--- src/rtl/mcu_irq_ctrl.sv ---
module mcu_irq_ctrl #(
  parameter int CYC_CLKS = 6,
  parameter int PRE_BITS = 7,
  parameter int PAGE_W   = 4,
  parameter int INT_PAGE = 0
) (
  input  logic              clk,
  input  logic              rst_n,
  input  logic              ext_pin,
  input  logic              pol_wr,
  input  logic              pol_val,
  input  logic              v_wr,
  input  logic [1:0]        v_data,
  input  logic              t2_tick,
  input  logic              ei_stb,
  input  logic              di_stb,
  input  logic              boundary,
  input  logic              skip_pending,
  input  logic              inhibit,
  input  logic              test1,
  input  logic              test2,
  input  logic              sub_mode,
  output logic              take,
  output logic [PAGE_W+6:0] vector,
  output logic              force_nop,
  output logic              sm_shadow,
  output logic              skip_req,
  output logic              int_en,
  output logic [2:0]        flags
);
  localparam int VEC_W = PAGE_W + 7;
  localparam int DIV_W = (CYC_CLKS > 1) ? $clog2(CYC_CLKS) : 1;
  localparam int NOP_W = $clog2(CYC_CLKS + 1);
  localparam logic [PAGE_W-1:0] PAGE_V = PAGE_W'(INT_PAGE);

  logic                s1, s2, prev, pol;
  logic [1:0]          t_en;
  logic [DIV_W-1:0]    div;
  logic [PRE_BITS-1:0] pre;
  logic                hold;
  logic [NOP_W-1:0]    nop_cnt;
  logic [1:0]          win;

  wire ext_set = (s2 != prev) && (s2 == pol);
  wire div_end = (div == DIV_W'(CYC_CLKS - 1));
  wire t1_set  = div_end && (&pre);

  wire       gate = boundary && int_en && !skip_pending && !inhibit && !hold
                    && !ei_stb && !di_stb && (nop_cnt == '0);
  wire [2:0] elig = {flags[2] & t_en[1], flags[1] & t_en[0], flags[0]};
  wire       fire = gate && (|elig);

  always_comb begin
    if (elig[0])      win = 2'd0;
    else if (elig[1]) win = 2'd1;
    else              win = 2'd2;
  end

  wire [2:0] won  = fire ? (3'b001 << win) : 3'b000;
  wire [2:0] sets = {t2_tick, t1_set, ext_set};
  wire [2:0] clrs = {test2, test1, 1'b0} | won;

  assign force_nop = (nop_cnt != '0);

  always_ff @(posedge clk or negedge rst_n) begin
    if (!rst_n) begin
      s1 <= 1'b0; s2 <= 1'b0; prev <= 1'b0; pol <= 1'b1;
    end else begin
      s1 <= ext_pin;
      s2 <= s1;
      prev <= s2;
      if (pol_wr) pol <= pol_val;
    end
  end

  always_ff @(posedge clk or negedge rst_n) begin
    if (!rst_n) begin
      div <= '0; pre <= '0;
    end else begin
      div <= div_end ? '0 : div + 1'b1;
      if (div_end) pre <= pre + 1'b1;
    end
  end

  always_ff @(posedge clk or negedge rst_n) begin
    if (!rst_n) begin
      flags <= '0; t_en <= '0; skip_req <= 1'b0;
    end else begin
      flags <= (flags & ~clrs) | sets;
      if (v_wr) t_en <= v_data;
      skip_req <= test1 ? flags[1] : (test2 ? flags[2] : 1'b0);
    end
  end

  always_ff @(posedge clk or negedge rst_n) begin
    if (!rst_n) begin
      int_en <= 1'b0; hold <= 1'b0; take <= 1'b0;
      vector <= '0; nop_cnt <= '0; sm_shadow <= 1'b0;
    end else begin
      if (fire)        int_en <= 1'b0;
      else if (di_stb) int_en <= 1'b0;
      else if (ei_stb) int_en <= 1'b1;
      if (ei_stb || di_stb) hold <= 1'b1;
      else if (boundary)    hold <= 1'b0;
      take <= fire;
      if (fire) begin
        vector    <= {PAGE_V, 4'b0000, win, 1'b0};
        sm_shadow <= sub_mode;
        nop_cnt   <= NOP_W'(CYC_CLKS);
      end else if (nop_cnt != '0) begin
        nop_cnt <= nop_cnt - 1'b1;
      end
    end
  end

  p_take_needs_en_r4: assert property (@(posedge clk) disable iff (!rst_n)
    take |-> $past(int_en));
  p_take_gate_r5: assert property (@(posedge clk) disable iff (!rst_n)
    take |-> $past(boundary && !skip_pending && !inhibit));
  p_take_clears_r7: assert property (@(posedge clk) disable iff (!rst_n)
    take |-> (!int_en && vector[VEC_W-1:7] == PAGE_V));
  p_nop_window_r8: assert property (@(posedge clk) disable iff (!rst_n)
    take |-> force_nop);
  p_prio_r6: assert property (@(posedge clk) disable iff (!rst_n)
    (take && vector[2:1] != 2'd0) |-> !$past(flags[0]));
  p_ext_pol_r2: assert property (@(posedge clk) disable iff (!rst_n)
    $rose(flags[0]) |-> $past(s2 == pol));
  p_skip_copy_r9: assert property (@(posedge clk) disable iff (!rst_n)
    test1 |=> (skip_req == $past(flags[1])));
  p_test_clears_r9: assert property (@(posedge clk) disable iff (!rst_n)
    (test2 && !t2_tick) |=> !flags[2]);
  p_set_wins_r10: assert property (@(posedge clk) disable iff (!rst_n)
    t2_tick |=> flags[2]);
endmodule

--- config.mk ---
export PLATFORM = sky130hd
export DESIGN_NAME = mcu_irq_ctrl
export DESIGN_NICKNAME = d
export VERILOG_FILES = /design/src/rtl/mcu_irq_ctrl.sv
export SDC_FILE = /design/constraint.sdc
export NUM_CORES = 1
export LEC_CHECK = 0
export BUFFER_PORTS_ARGS = -buffer_cell sky130_fd_sc_hd__buf_2
export CAP_MARGIN = 40
export CORE_UTILIZATION = 30
export DETAILED_ROUTE_END_ITERATION = 8
export HOLD_SLACK_MARGIN = 0.06
export PLACE_DENSITY = 0.57
export SLEW_MARGIN = 20
export SYNTH_ARGS = -nofsm -noshare
export SYNTH_HDL_FRONTEND = slang
export SYNTH_SLANG_ARGS = --single-unit
--- constraint.sdc ---
create_clock -name clk -period 2.4 [get_ports clk]
set_clock_uncertainty 0.15 [all_clocks]
set_input_delay 0.12 -clock clk [delete_from_list [all_inputs] [get_ports clk]]
set_output_delay 0.12 -clock clk [all_outputs]
set_load 0.02 [all_outputs]
Yosys cells after proc, flatten, opt, wreduce, memory -nomap -nowiden:

Index checks and enable logic that the tools add are counted.

* register bits: 29
* latch bits: 0
* memory bits (writable): 0
* bits in read-only memories: 0
* input port bits: 17
* output and inout bits: 19
* word-level logic and storage cells: 64
* memories kept: 0

* add/sub/neg operators: 3
* multiply operators: 0
* divide/modulo/power cells: 0
* $lt $le $gt $ge: 0
* equal/unequal tests: 3
* shift-type cells: 1
* muxes and demuxes: 13
* bitwise logic cells: 6
* reduce and logical (&&, ||, !) cells: 23

Operators with widths (number)
* $mux 3: 4
* $logic_and 1x1->1: 10
* $add 7x1->7 const B: 1
* $mux 1: 7
* $reduce_and 7->1: 1
* $or 3x3->3: 2
* $reduce_bool 3->1: 2
* $logic_not 1->1: 5
* $mux 2: 2
* $reduce_bool 2->1: 2
* $add 3x1->3 const B: 1
* $and 3x3->3: 1
* $eq 3x3->1 const B: 1
* $logic_not 3->1: 1
* $not 3->3: 1
* $reduce_or 3->1: 1
* $shl 1x2->3 const A: 1
* $sub 3x1->3 const B: 1
* $and 1x1->1: 2
* $eq 1x1->1: 1
* $logic_or 1x1->1: 1
* $ne 1x1->1: 1

Logic depth before layout (Yosys ltp):

* depth in word-level cells: 13
* gate-level depth with buffers: 6
* depth with buffers taken out: 5

Worst setup path before layout:

OpenSTA, ideal clock, no wires.

* path type: register to register
* from: register nop_cnt[0]
* to: register sm_shadow
* library setup time: 0.125 ns
* arrival: 1.740 ns
* required time: 2.125 ns
* slack: 0.385 ns
* stages on the path, launching flop included: 7
* path buffers: 1
* period minus slack after synthesis: 2.015 ns
* cell sequence: dfrtp_1 -> inv_1 -> ha_1 -> nand2b_1 -> clkbuf_1 -> a2111oi_4 -> mux2_4

* word-level cells in the longest chain between the ends: 3

Ends and longest elaborated chain
* start: declaration: RTL line 41 `logic [NOP_W-1:0] nop_cnt;`
* start signal: assignment: RTL line 109 `nop_cnt <= NOP_W'(CYC_CLKS);`
* start signal: assignment: RTL line 111 `nop_cnt <= nop_cnt - 1'b1;`
* $logic_not 3->1: RTL line 49 `&& !ei_stb && !di_stb && (nop_cnt == '0);`
* $logic_and 1x1->1: RTL line 49
* $logic_and 1x1->1: RTL line 51 `wire fire = gate && (|elig);`
* net fire: RTL line 51
* end signal: assignment: RTL line 108 `sm_shadow <= sub_mode;`
* end: declaration: RTL line 26 `output logic sm_shadow,`

The timed path passes the listed nets, and every way through them passes these cells.
A chain may end at the register's enable or synchronous reset.

Worst setup path after layout:

* from: input di_stb
* to: register flags[0]

* word-level cells in the longest chain between the ends: 9

Ends and longest elaborated chain
* start: declaration: RTL line 16 `input logic di_stb,`
* $logic_not 1->1: RTL line 49
* $logic_and 1x1->1 (2 in a row): RTL line 49
* $logic_and 1x1->1: RTL line 51
* $mux 3: RTL line 59 `wire [2:0] won = fire ? (3'b001 << win) : 3'b000;`
* $or 3x3->3: RTL line 61 `wire [2:0] clrs = {test2, test1, 1'b0} | won;`
* $not 3->3: RTL line 89 `flags <= (flags & ~clrs) | sets;`
* $and 3x3->3: RTL line 89
* $or 3x3->3: RTL line 89
* end signal: assignment: RTL line 89
* end: declaration: RTL line 29 `output logic [2:0] flags`

Every way passes these cells.

==> impl_metrics.ini <==
[clock_network]
numClockSinks = 29
cts_buffer_depth = 2
cts_tree = built
cts_htree_levels = 2
cts_buffers = 5
clk_pin_slew_ps = 60
cts-root-buf = clkbuf_8
clock_latency_ps = 270
post-cts-setup-buffer-count = 0

[synthesis]
ys_warn_count = 0
synthFlopType = dfrtp_1
yosysTopAreaCell = dfrtp_1
synthTopCellsByArea = dfrtp_1, buf_4, mux2_2
yosysSeqAreaShare_pct = 56.41
synth_edf_count = 0
postSynth.asyncResetShare_pct = 100.0
synth-seq-cells = 29
synth.distinct_cells = 37
synth_area_per_cell_sq_um = 12.27
syn_area_sq_um = 1289
synth.top_cell.area_share_pct = 54.37
synthCells = 105

[floorplanning]
die_y_um = 67.54
io-pin-count = 36
fp.dieArea_sq_um = 4562
rows = 23
die_w_um = 67.54
start_util_pct = 31.76
coreArea_sq_um = 4058

[routing]
initialDrtViolationCount = 26
avgViaCountPerCell = 4.410
totalWireLength_um = 2228
drcViolationCount = 0
ant_nets = 0
wl_per_cell_um = 10.87
dr.pass1.iters = 4
num_vias = 904

[timing]
grt_setup_unrepaired = false
finalMaxSlewViolations = 0
fin_crit_sh_pct = 89.61
tightest_slew_ps = 632.7
tns_ps = 0
finalCriticalPeriod_ps = 2151
setup_violations = 0
fmax_mhz = 465.0
slew_headroom_pct = 57.82
hold_viol_final = 0

[final_layout]
drive_gt1_share_pct = 27.74
final_cell_mix = dfrtp_1, buf_2, dlygate4sd3_1
num-nets-final = 174
diodes = 0
layout_commonest_cell = dfrtp_1
area_growth_pct = 33.40

[critical_path]
arrival_ps = 2150
max_stage_delay_ps = 570
rr_startpoint = nop_cnt[0]
crit_path_start_kind = input pin
crit_buf_inv = 2
cp.required_ps = 2400
cp_top_family = simple AND/OR/NAND/NOR gates
critPathMaxFanout = 4
critical_path.slowest_cell = or4_4
cp-end-kind = flop
startpoint = di_stb
crit_type = input pin to flop
path_cells = dlygate4sd3_1 -> buf_2 -> or4_4 -> or3_1 -> a221o_1

[power]
p_leak_nw = 0.8329
power_mw = 1.225
power.density_nw_per_um2 = 712.5
ir_worst_vdd_mv = 0.3693

[grt]
antenna_found_initial = 0
grt_pass1_wl_um = 3864
grt_max_degree = 30
grt_pass1_vias = 936
overflow = 0
grtUsageTotal_pct = 11.32

[run_status]
status = completed

[run]
cap_violations = 0

[placed_design]
gp_congestion = 0.7394
portBuffers = 26
hpwl_um = 1624

[min_path]
hold_path.startpoint = skip_pending
hold_path.class = input pin to flop
[synth_stat cells (3+ instances only)]
master   instances
buf_4            9
dfrtp_1         28
ha_1             3
inv_1            7
mux2_2           4
nand2_1          4
nor2_1           4
nor2b_1          3
xnor2_1          5
[what timing repair did]
action / CTS / global route
resized for setup: 0 / 0
hold endpoints to repair: 38 / 0
hold buffers: 17 / 0
[flip-flops by register name, summed over array words and instances (netlist names)]
| register | cells |
|---|---|
| skip_req | 1 |
| s2 | 1 |
| pol | 1 |
| sm_shadow | 1 |
| div | 3 |
| t_en | 2 |
| hold | 1 |
| pre | 7 |
| nop_cnt | 3 |
| prev | 1 |
| vector | 2 |
| flags | 3 |
| s1 | 1 |
| int_en | 1 |
| take | 1 |
[cell families (layout without fill, tap and decap cells)]
kind of cell	count (synthesis)	after routing	share of synthesized area, %
AND/OR/NAND/NOR	30	30	13.79
multiplexers	7	7	6.213
XOR/XNOR	7	7	4.757
adder cells (fa/ha/maj)	3	3	2.913
buffers and inverters	17	59	7.573
flip-flops	29	29	56.41
AO/OA/AOI/OAI	11	11	8.059
other	1	9	0.2910
[final timing paths]
kind | to | slack, ps | cells past startpoint
worst max-delay path | flags[0] | 250 | 5
worst min-delay path | vector[1] | 150 | 4
worst max register to register | flags[0] | 430 | 5
worst min register to register | s2 | 200 | 0
max in group asynchronous | pre[2] | 1430 | 2
min in group asynchronous | t_en[0] | 260 | 2
[worst reg2reg max path: cells and delay by family (launching register included)]
| family | cells | cell delay, ps |
|---|---|---|
| adders and majority gates | 1 | 170 |
| DFF | 1 | 390 |
| AOI/OAI and AO/OA | 1 | 370 |
| buffers and inverters | 1 | 90 |
| and+or+nand+nor | 2 | 690 |
[power breakdown]
part / internal (mW) / switching, mW
Combinational: 0.115 / 0.130
Sequential: 0.531 / 0.0206
Clock: 0.259 / 0.170
Total: 0.905 / 0.320
[routing by layer]
| layer | GRT usage (%) | wire length (um) |
|---|---|---|
| met5 | 0 | 0 |
| met4 | 3.989 | 0 |
| met3 | 3.041 | 85 |
| met2 | 18.69 | 1126 |
| met1 | 14.09 | 1016 |
[area by class of cell]
type / count / area, sq um
repair buffers: 44 / 307.8
multi-input cells: 67 / 494.2
clock buffers: 7 / 96.34
fillers: 384 / 2338
clock inverters: 1 / 5.005
inverters: 7 / 26.28
flip-flops and latches: 29 / 726.9
well taps: 50 / 62.56
[stage by stage]
step	setup WS, ps	cell area, sq um	hold WS, ps	instances	util [%]
2_1_floorplan	385.2	1319	-325.6	113	-
3_3_place_gp	523.6	1448	28.19	180	35.68
3_5_place_dp	452.2	1448	29.11	180	35.68
4_1_cts	263.9	1719	140.3	205	42.37
5_1_grt	217.8	1719	147.1	205	42.37
6_report	249.4	1719	151.3	205	42.37
(Power assumes the default switching activity.)
